`src/rtl/link_frame_checker_pkg.sv`:
```
package link_frame_checker_pkg;

  localparam logic [7:0] TYPE_IDLE = 8'h00;
  localparam logic [7:0] TYPE_ONE  = 8'h01;
  localparam logic [7:0] TYPE_TWO  = 8'h02;

  // strobes from control to datapath, one set per cycle
  typedef struct packed {
    logic fire;   // a frame is taken this cycle
    logic keepA;  // first word goes downstream
    logic keepB;  // second word goes downstream
  } strobe_t;

endpackage

```
`src/rtl/link_frame_checker_ctrl.sv`:
```
module link_frame_checker_ctrl
  import link_frame_checker_pkg::*;
#(
  parameter logic [7:0] COMMA_BYTE = 8'hBC,
  parameter int WORD_W   = 32,
  parameter int SIZE_W   = 4,
  parameter int CNT_W    = 4,
  parameter int ERR_W    = 16,
  parameter int SYNC_SET = 3,
  parameter int SYNC_CLR = 2
) (
  input  logic              clk,
  input  logic              rstN,
  input  logic              rxValid,
  input  logic              rxReady,
  input  logic [7:0]        commaByte,
  input  logic [7:0]        typeByte,
  input  logic [WORD_W-1:0] wordA,
  input  logic [WORD_W-1:0] wordB,
  output strobe_t           strobe,
  output logic              inSync,
  output logic              fmtErr,
  output logic [ERR_W-1:0]  errCount
);

  localparam int GOOD_W  = $clog2(SYNC_SET + 1);
  localparam int BAD_W   = $clog2(SYNC_CLR + 1);
  localparam int HDR_BIT = WORD_W - 1;
  localparam int SIZE_LO = CNT_W;
  localparam logic [GOOD_W-1:0] GOOD_MAX  = GOOD_W'(SYNC_SET);
  localparam logic [GOOD_W-1:0] GOOD_LAST = GOOD_W'(SYNC_SET - 1);
  localparam logic [BAD_W-1:0]  BAD_MAX   = BAD_W'(SYNC_CLR);
  localparam logic [BAD_W-1:0]  BAD_LAST  = BAD_W'(SYNC_CLR - 1);

  typedef struct packed {
    logic              keep;
    logic              err;
    logic [SIZE_W-1:0] remain;
    logic              hunting;
  } trk_t;

  // one word through the packet tracker
  function automatic trk_t stepWord(input logic [WORD_W-1:0] w,
                                    input logic [SIZE_W-1:0] rem,
                                    input logic hunt);
    trk_t r;
    r.keep    = 1'b0;
    r.err     = 1'b0;
    r.remain  = rem;
    r.hunting = hunt;
    if (w[HDR_BIT]) begin
      if (w[CNT_W-1:0] == '0) begin
        r.err     = 1'b1;
        r.remain  = '0;
        r.hunting = 1'b1;
      end else begin
        r.keep    = 1'b1;
        r.err     = (rem != '0);
        r.remain  = w[SIZE_LO +: SIZE_W];
        r.hunting = 1'b0;
      end
    end else if (rem != '0) begin
      r.keep   = 1'b1;
      r.remain = rem - SIZE_W'(1);
    end else begin
      r.err     = !hunt;
      r.hunting = 1'b1;
    end
    return r;
  endfunction

  logic [SIZE_W-1:0] remain;
  logic              hunting;
  logic [GOOD_W-1:0] goodRun;
  logic [BAD_W-1:0]  badRun;

  logic fire, commaOk, isIdle, hasA, hasB, typeKnown, process;
  logic wordErr;
  trk_t trkA, trkB;
  logic [SIZE_W-1:0] midRem, nextRem;
  logic midHunt, nextHunt;

  always_comb begin
    fire      = rxValid && rxReady;
    commaOk   = (commaByte == COMMA_BYTE);
    isIdle    = (typeByte == TYPE_IDLE);
    hasA      = (typeByte == TYPE_ONE) || (typeByte == TYPE_TWO);
    hasB      = (typeByte == TYPE_TWO);
    typeKnown = isIdle || hasA;
    process   = fire && commaOk && typeKnown && inSync;

    trkA     = stepWord(wordA, remain, hunting);
    midRem   = hasA ? trkA.remain  : remain;
    midHunt  = hasA ? trkA.hunting : hunting;
    trkB     = stepWord(wordB, midRem, midHunt);
    nextRem  = hasB ? trkB.remain  : midRem;
    nextHunt = hasB ? trkB.hunting : midHunt;

    wordErr  = process && ((hasA && trkA.err) || (hasB && trkB.err));

    strobe.fire  = fire;
    strobe.keepA = process && hasA && trkA.keep;
    strobe.keepB = process && hasB && trkB.keep;
  end

  always_ff @(posedge clk or negedge rstN) begin
    if (!rstN) begin
      remain   <= '0;
      hunting  <= 1'b1;
      inSync   <= 1'b0;
      goodRun  <= '0;
      badRun   <= '0;
      errCount <= '0;
      fmtErr   <= 1'b0;
    end else begin
      fmtErr <= wordErr;
      if (process) begin
        remain  <= nextRem;
        hunting <= nextHunt;
      end
      if (fire) begin
        if (commaOk) begin
          badRun <= '0;
          if (goodRun < GOOD_MAX) goodRun <= goodRun + GOOD_W'(1);
          if (goodRun >= GOOD_LAST) inSync <= 1'b1;
        end else begin
          goodRun <= '0;
          if (badRun < BAD_MAX) badRun <= badRun + BAD_W'(1);
          if (badRun >= BAD_LAST) begin
            inSync  <= 1'b0;
            remain  <= '0;
            hunting <= 1'b1;
          end
        end
        if ((!commaOk || !typeKnown) && (errCount != '1))
          errCount <= errCount + ERR_W'(1);
      end
    end
  end

  // once full, the counter stays full
  assert_err_sat_R2: assert property (@(posedge clk) disable iff (!rstN)
    ($past(errCount) == '1) |-> (errCount == '1));

  // the counter moves only by one, and only after a taken frame
  assert_err_step_R1: assert property (@(posedge clk) disable iff (!rstN)
    (errCount != $past(errCount)) |-> ($past(fire) && (errCount == $past(errCount) + ERR_W'(1))));

  // lock is gained only on a good marker and lost only on a bad one
  assert_sync_rise_R3: assert property (@(posedge clk) disable iff (!rstN)
    $rose(inSync) |-> $past(fire && commaOk));
  assert_sync_fall_R3: assert property (@(posedge clk) disable iff (!rstN)
    $fell(inSync) |-> $past(fire && !commaOk));

  // an error pulse always follows a decoded frame
  assert_fmt_cause_R6: assert property (@(posedge clk) disable iff (!rstN)
    fmtErr |-> $past(process));

endmodule

```
`config.mk`:
```
export PLATFORM = sky130hd
export DESIGN_NAME = link_frame_checker_ctrl
export DESIGN_NICKNAME = d
export VERILOG_FILES = /design/src/rtl/link_frame_checker_pkg.sv /design/src/rtl/link_frame_checker_ctrl.sv
export SDC_FILE = /design/constraint.sdc
export NUM_CORES = 1
export LEC_CHECK = 0
export BUFFER_PORTS_ARGS = -buffer_cell sky130_fd_sc_hd__buf_2
export CAP_MARGIN = 20
export CORE_UTILIZATION = 25
export DETAILED_ROUTE_END_ITERATION = 6
export MAX_ROUTING_LAYER = met4
export SYNTH_ARGS = -nofsm -noshare
export SYNTH_HDL_FRONTEND = slang
export SYNTH_SLANG_ARGS = --single-unit
```
`constraint.sdc`:
```
create_clock -name clk -period 3.16 [get_ports clk]
set_clock_uncertainty 0.2 [all_clocks]
set_input_delay 0.316 -clock clk [delete_from_list [all_inputs] [get_ports clk]]
set_output_delay 0.316 -clock clk [all_outputs]
set_load 0.005 [all_outputs]
```
==> results of run 1 <==
[cells by family (layout without fill, tap and decap cells)]
kind of cell | count (synthesis) | count (layout) | synth area share [%]
fa+ha+maj | 6 | 6 | 3.88
buf+inv | 25 | 95 | 5.43
xor+xnor | 17 | 17 | 7.69
simple gates | 91 | 91 | 25.7
compound gates | 47 | 47 | 18.9
mux | 6 | 6 | 3.43
flops | 27 | 27 | 35.0
[worst max-delay path, stage by stage, from the launching register on]
cell       delay (ns)
dfrtp_1          0.41
inv_2            0.09
ha_4             0.15
or3b_4           0.39
a32oi_2          0.20
o2bb2ai_2        0.08
inv_1            0.09
ha_4             0.14
inv_1            0.07
a211oi_4         0.26
a21oi_2          0.09
nor2b_2          0.15
buf_2            0.13
[how the worst max path moves through the flow]
stage / from / to / slack (ns) / depth (start not counted)
floorplan: typeByte[3] / remain[0]$_DFF_PN0_ / 0.21 / 11
global placement: remain[0]$_DFF_PN0_ / strobe[0] / 0.15 / 12
detailed placement: remain[0]$_DFF_PN0_ / strobe[0] / 0.15 / 12
CTS: remain[0]$_DFF_PN0_ / strobe[0] / 0.05 / 12
global route: remain[0]$_DFF_PN0_ / strobe[0] / 0.0004 / 12
finish: remain[0]$_DFF_PN0_ / strobe[0] / 0.11 / 12
[area by class of cell]
class	count	area (µm²)	share of cell area, %
Sequential cell	27	677	26.7
Timing Repair Buffer	72	398	15.7
Clock buffer	3	41.3	1.63
Inverter	19	71.3	2.82
Multi-Input combinational cell	167	1220	48.0
Clock inverter	1	5.00	0.198
Tap cell	99	124	4.89
[placed cells by master (no fill, tap or decap), types with 4 or more instances in the layout]
| master | n |
|---|---|
| nor4_1 | 4 |
| buf_4 | 13 |
| dfrtp_1 | 26 |
| xor2_1 | 10 |
| nand4_1 | 6 |
| mux2i_1 | 4 |
| inv_1 | 17 |
| a21oi_1 | 13 |
| ha_1 | 4 |
| nor2_1 | 20 |
| o21ai_0 | 9 |
| nand2_1 | 20 |
| buf_2 | 58 |
| nand3_1 | 8 |
| xnor2_1 | 7 |
| nor3_1 | 9 |
[cells in the mapped netlist (2+ instances only)]
cell	number
dfrtp_1	26
nor2_1	21
nand2_1	20
inv_1	19
a21oi_1	15
xor2_1	10
nor3_1	9
o21ai_0	9
nand3_1	8
xnor2_1	7
ha_1	6
nand4_1	6
clkbuf_1	4
mux2i_1	4
nor4_1	4
a21o_1	3
nand2b_1	3
o211ai_1	3
or4_1	3
a31oi_1	2
o22ai_1	2
or3_1	2
or4b_1	2
[power groups by stage]
stage               registers, mW  logic (mW)  clock network (mW)
CTS                         0.438       0.188               0.203
detailed placement          0.443       0.185                   0
floorplan                   0.440      0.0922                   0
finish                      0.437       0.185               0.195
global route                0.446       0.214               0.221
global placement            0.441       0.181                   0
[timing repair]
item,4_1_cts,5_1_grt
endpoints found under the setup margin,1,1
hold endpoints to repair,26,0
resized for setup,9,6
setup buffers,1,3
hold buffers,1,0
pin swaps,2,2
[stage by stage]
| stage | instance area, µm² | power (mW) |
|---|---|---|
| 2_1_floorplan | 1940 | 0.532 |
| 3_3_place_gp | 2380 | 0.622 |
| 3_5_place_dp | 2380 | 0.628 |
| 4_1_cts | 2480 | 0.828 |
| 5_1_grt | 2530 | 0.880 |
| 6_report | 2530 | 0.817 |
[per-layer routing]
layer	wire, µm	track usage, %
met1	2320	17.3
met3	227	1.78
met5	0	-
met2	2230	20.6
met4	38	2.82
[flip-flops by register name, indices dropped and copies added (netlist names)]
name,count
errCount,16
remain,4
badRun,2
goodRun,2
fmtErr,1
hunting,1
inSync,1
==> impl_results.md, run 1 <==
* Post-synth EDFFs at 0
* Synth-to-Final Area Change at 30.8%
* Register area share after synthesis at 35.0%
* Diode count at 0
* Cells after Synth at 219
* Pwr/cell area at 323 mW/mm²
* Setup slack at placement at 0.148 ns
* Yosys reg bits at 27
* DR iter-0 viols at 71
* Worst VDD drop at 204 µV
* Netlist cell types at 54
* Final worst slack at 0.108 ns
* Largest net degree at the start of global routing at 28
* Final Util at 34.4%
* Yosys warning count at 0
* P_int at 0.566 mW
* Fmax at 328 MHz
* Fillers at 797
* Hold Crit Start: wordB[31]
* First-pass GRT wire length at 8380 µm
* Async SR Flop Fraction at 100%
* Worst-margin pin slew at 0.660 ns
* Clk buf depth at 2
* Inserted Clock Buffers at 3
* Die height at 90.0 µm
* GR Overflow Total at 0
* Die W at 90.0 µm
* Worst R2R Setup Slack at 0.24 ns
* Vias in the first global route at 1746
* Antenna viol nets, final at 0
* Initial antenna violation count at 0
* Run status: complete, no violations
* Placed cells at 379
* Unrepaired setup endpoints after global routing: no
* Fraction of layout cells with a size suffix above 1 at 34.9%
* Syn nets at 309
* Sw Pwr at 0.251 mW
* Root Driver: clkbuf_8
* Total iterations of the first detailed-routing run at 4
* Synth area leader: dfrtp_1
* Seq pwr share at 53.5%
* Fin. Hold Viols at 0
* Starting density of the core at 26.3%
* Hold crit path type: in2reg
* Crit path max fanout at 6
* Hold worst-path end: remain[2]$_DFF_PN0_
* CP Class: reg2out
* Syn_area_per_cell at 8.84 µm²
* Worst flop-to-flop path startpoint: remain[0]$_DFF_PN0_
* CP startpoint kind: flip-flop
* Max-slew headroom at 55.6%
* I/O pin count at 105
* Tmin final at 3.05 ns
* Critical R2R Capture: remain[0]$_DFF_PN0_
* Clk sink count at 27
* Cell depth of the worst flop-to-flop path at 13
* Final period util at 96.6%
* DRC violations left at 0
* Worst Hold Slack at 0.227 ns
* Worst-Skew Late Latency at 0.27 ns
* H-tree depth at 1
* Worst-path clk slew at 0.09 ns
* Total GRT Usage at 12.8%
* WP data arrival at 2.54 ns
* Clock Power Share at 23.8%
* Final net count at 380
* Worst path required time at 2.64 ns
* Post-Layout Cell Count at 388
* Area of the die at 0.00810 mm²
* Routed len/inst at 12.4 µm
* Logic pwr share at 22.6%
* Post-synth top area share at 33.6%
* Sw frac at 30.7%
* Hold depth at 4
* Mapped Area at 0.00194 mm²
* CTS tree: yes
* Pins Over Slew Limit at 0
* Post-DR vias/cell at 4.70
* DP Wirelength at 3770 µm
* Num rows at 31
* Worst Setup End Kind: primary output
* Lkg Pwr at 1.21 nW
* Main synth FF type: dfrtp_1
* Final setup vio count at 0
* Largest cells by area after synthesis: dfrtp_1, xor2_1, nor2_1
* Core ar. at 0.00737 mm²
* I/O Buffers at 58
* Max cap viols at 0
* Setup TNS at 0 ns
* Routed wire length at 4810 µm
* Routed vias at 1825
* Final RePlAce weighted congestion at 0.855
(Power assumes the default switching activity.)
==> run 2: changes to the inputs <==
BUFFER_PORTS_ARGS = unset   (was -buffer_cell sky130_fd_sc_hd__buf_2)
DONT_BUFFER_PORTS = 1   (was unset)
REMOVE_ABC_BUFFERS = 1   (was unset)
==> impl_results.md, run 2 (synthesized netlist as in run 1, its figures left out) <==
* Fmax at 332 MHz
* Routed vias at 1618
* Buf+Inv Stages, Crit Path at 3
* Lkg Pwr at 0.957 nW
* Core ar. at 0.00737 mm²
* Tmin final at 3.01 ns
* Fin. Hold Viols at 0
* DP Wirelength at 3540 µm
* Routed wire length at 4480 µm
* Largest regs: errCount x16, remain x4
* Clk sink count at 27
* Pwr/cell area at 350 mW/mm²
* Die height at 90.0 µm
* Area of the die at 0.00810 mm²
* CTS tree: yes
* Inserted Clock Buffers at 3
* Hold crit path type: in2reg
* Worst path required time at 2.64 ns
* Synth-to-Final Area Change at 13.4%
* Crit path from: remain[0]$_DFF_PN0_
* CP Class: reg2out
* GR met1 Demand/Resource at 14.8%
* DRC violations left at 0
* Largest register FFs at 16
* Largest net degree at the start of global routing at 28
* Num rows at 31
* Antenna viol nets, final at 0
* Fillers at 809
* Worst VDD drop at 226 µV
* Post-DR vias/cell at 4.96
* Crit path cell chain: inv_1 > ha_4 > or4b_1 > nand4_1 > o2bb2ai_2 > inv_1 > ha_1 > inv_1 > a211oi_4 > a21oi_2 > nor2b_4
* CP dominant cell by count: inv_1
* CP startpoint kind: flip-flop
* Clk buf depth at 2
* Run status: complete, no violations
* Die W at 90.0 µm
* H-tree depth at 1
* Crit path max fanout at 6
* Initial antenna violation count at 0
* CP top delay family: simple AND/OR/NAND/NOR gates
* Vias in the first global route at 1643
* WP data arrival at 2.49 ns
* Root Driver: clkbuf_8
* Setup TNS at 0 ns
* Final RePlAce weighted congestion at 0.863
* GR Overflow Total at 0
* Pins Over Slew Limit at 0
* Final setup vio count at 0
* Highest-count cells in the layout ignoring fill and taps: dfrtp_1, nor2_1, nand2_1, inv_1, a21oi_1
* First-pass GRT wire length at 7650 µm
* Met3 Usage GRT at 2.71%
* GRT busiest layer: met2
* Final period util at 95.2%
* Crit-path slowest cell: or4b_1
* Area of the multi-input gates at 0.00119 mm²
* Worst Setup End Kind: primary output
* Starting density of the core at 26.3%
* Final net count at 318
* Max cap viols at 0
* Diode count at 0
* Fraction of layout cells with a size suffix above 1 at 14.1%
* Hold Crit Start: wordB[31]
* Total GRT Usage at 11.6%
* Slowest Stage Delay on Critical Path at 0.46 ns
* Worst-path clk slew at 0.09 ns
* I/O pin count at 105
* Worst flop-to-flop path startpoint: remain[0]$_DFF_PN0_
* Worst-Skew Late Latency at 0.27 ns
* I/O Buffers at 0
* Storage cell area at 677 µm²
* Largest Register: errCount
* Routed len/inst at 13.7 µm
* DR iter-0 viols at 46
* Final Util at 29.8%
* M2 GR Usage at 19.2%
* Total iterations of the first detailed-routing run at 5
* Worst-margin pin slew at 0.633 ns
* Max-slew headroom at 57.4%
* Worst Hold Slack at 0.0265 ns
* Commonest non-fill, non-tap cell in the layout: dfrtp_1
[run 2: cell types whose count changed in the layout (fill, tap and decap cells not counted), sizes merged]
cell  before  now
buf       71    9
[run 2: final timing paths]
| kind | to | slack (ns) | cells after the start |
|---|---|---|---|
| worst max register to register | remain[0]$_DFF_PN0_ | 0.21 | 13 |
| worst max-delay path | strobe[0] | 0.15 | 11 |
| max in group asynchronous | hunting$_DFF_PN1_ | 2.27 | 2 |
| worst min register to register | badRun[0]$_DFFE_PN0P_ | 0.30 | 2 |
| min in group asynchronous | errCount[7]$_DFFE_PN0P_ | 0.26 | 2 |
| worst min-delay path | remain[2]$_DFF_PN0_ | 0.03 | 3 |
[run 2: per-stage QoR]
| stage | cells | cell area (µm²) | total power, mW | worst slack (ns) |
|---|---|---|---|---|
| finish | 326 | 2200 | 0.769 | 0.151 |
| global route | 326 | 2200 | 0.810 | -0.00330 |
| CTS | 326 | 2160 | 0.773 | 0.0179 |
| detailed placement | 319 | 2080 | 0.565 | 0.172 |
| global placement | 319 | 2080 | 0.557 | 0.175 |
| floorplan | 213 | 1900 | 0.530 | 0.256 |
[run 2: area by class of cell]
class / instances / area share, %
sequential: 27 / 30.8
inverter: 19 / 3.25
multi-input combinational: 167 / 54.1
timing repair buffer: 10 / 4.10
tap: 99 / 5.64
clock inverter: 1 / 0.228
clock buffer: 3 / 1.88
[run 2: layer usage]
layer | routed length [µm] | vias up
met5 | 0 | -
met4 | 24 | 0
met3 | 272 | 4
met2 | 2040 | 42
met1 | 2140 | 775
li1 | - | 797
[run 2: repair_timing]
item / in CTS / in global routing
hold buffers: 2 / 0
hold endpoints to repair: 27 / 0
endpoints found under the setup margin: 1 / 1
setup buffers: 1 / 0
cloned: 0 / 0
pin swaps: 1 / 0
resized for setup: 1 / 7
[run 2: tightest hold or removal path: stages]
cell     delay [ns]
nor3_1         0.03
nand3_1        0.06
a21oi_1        0.07
[run 2: power by group]
group / internal, mW / switching [mW] / total, mW
Clock: 0.0884 / 0.112 / 0.200
Sequential: 0.388 / 0.0612 / 0.449
Combinational: 0.0526 / 0.0666 / 0.119
Total: 0.529 / 0.240 / 0.769
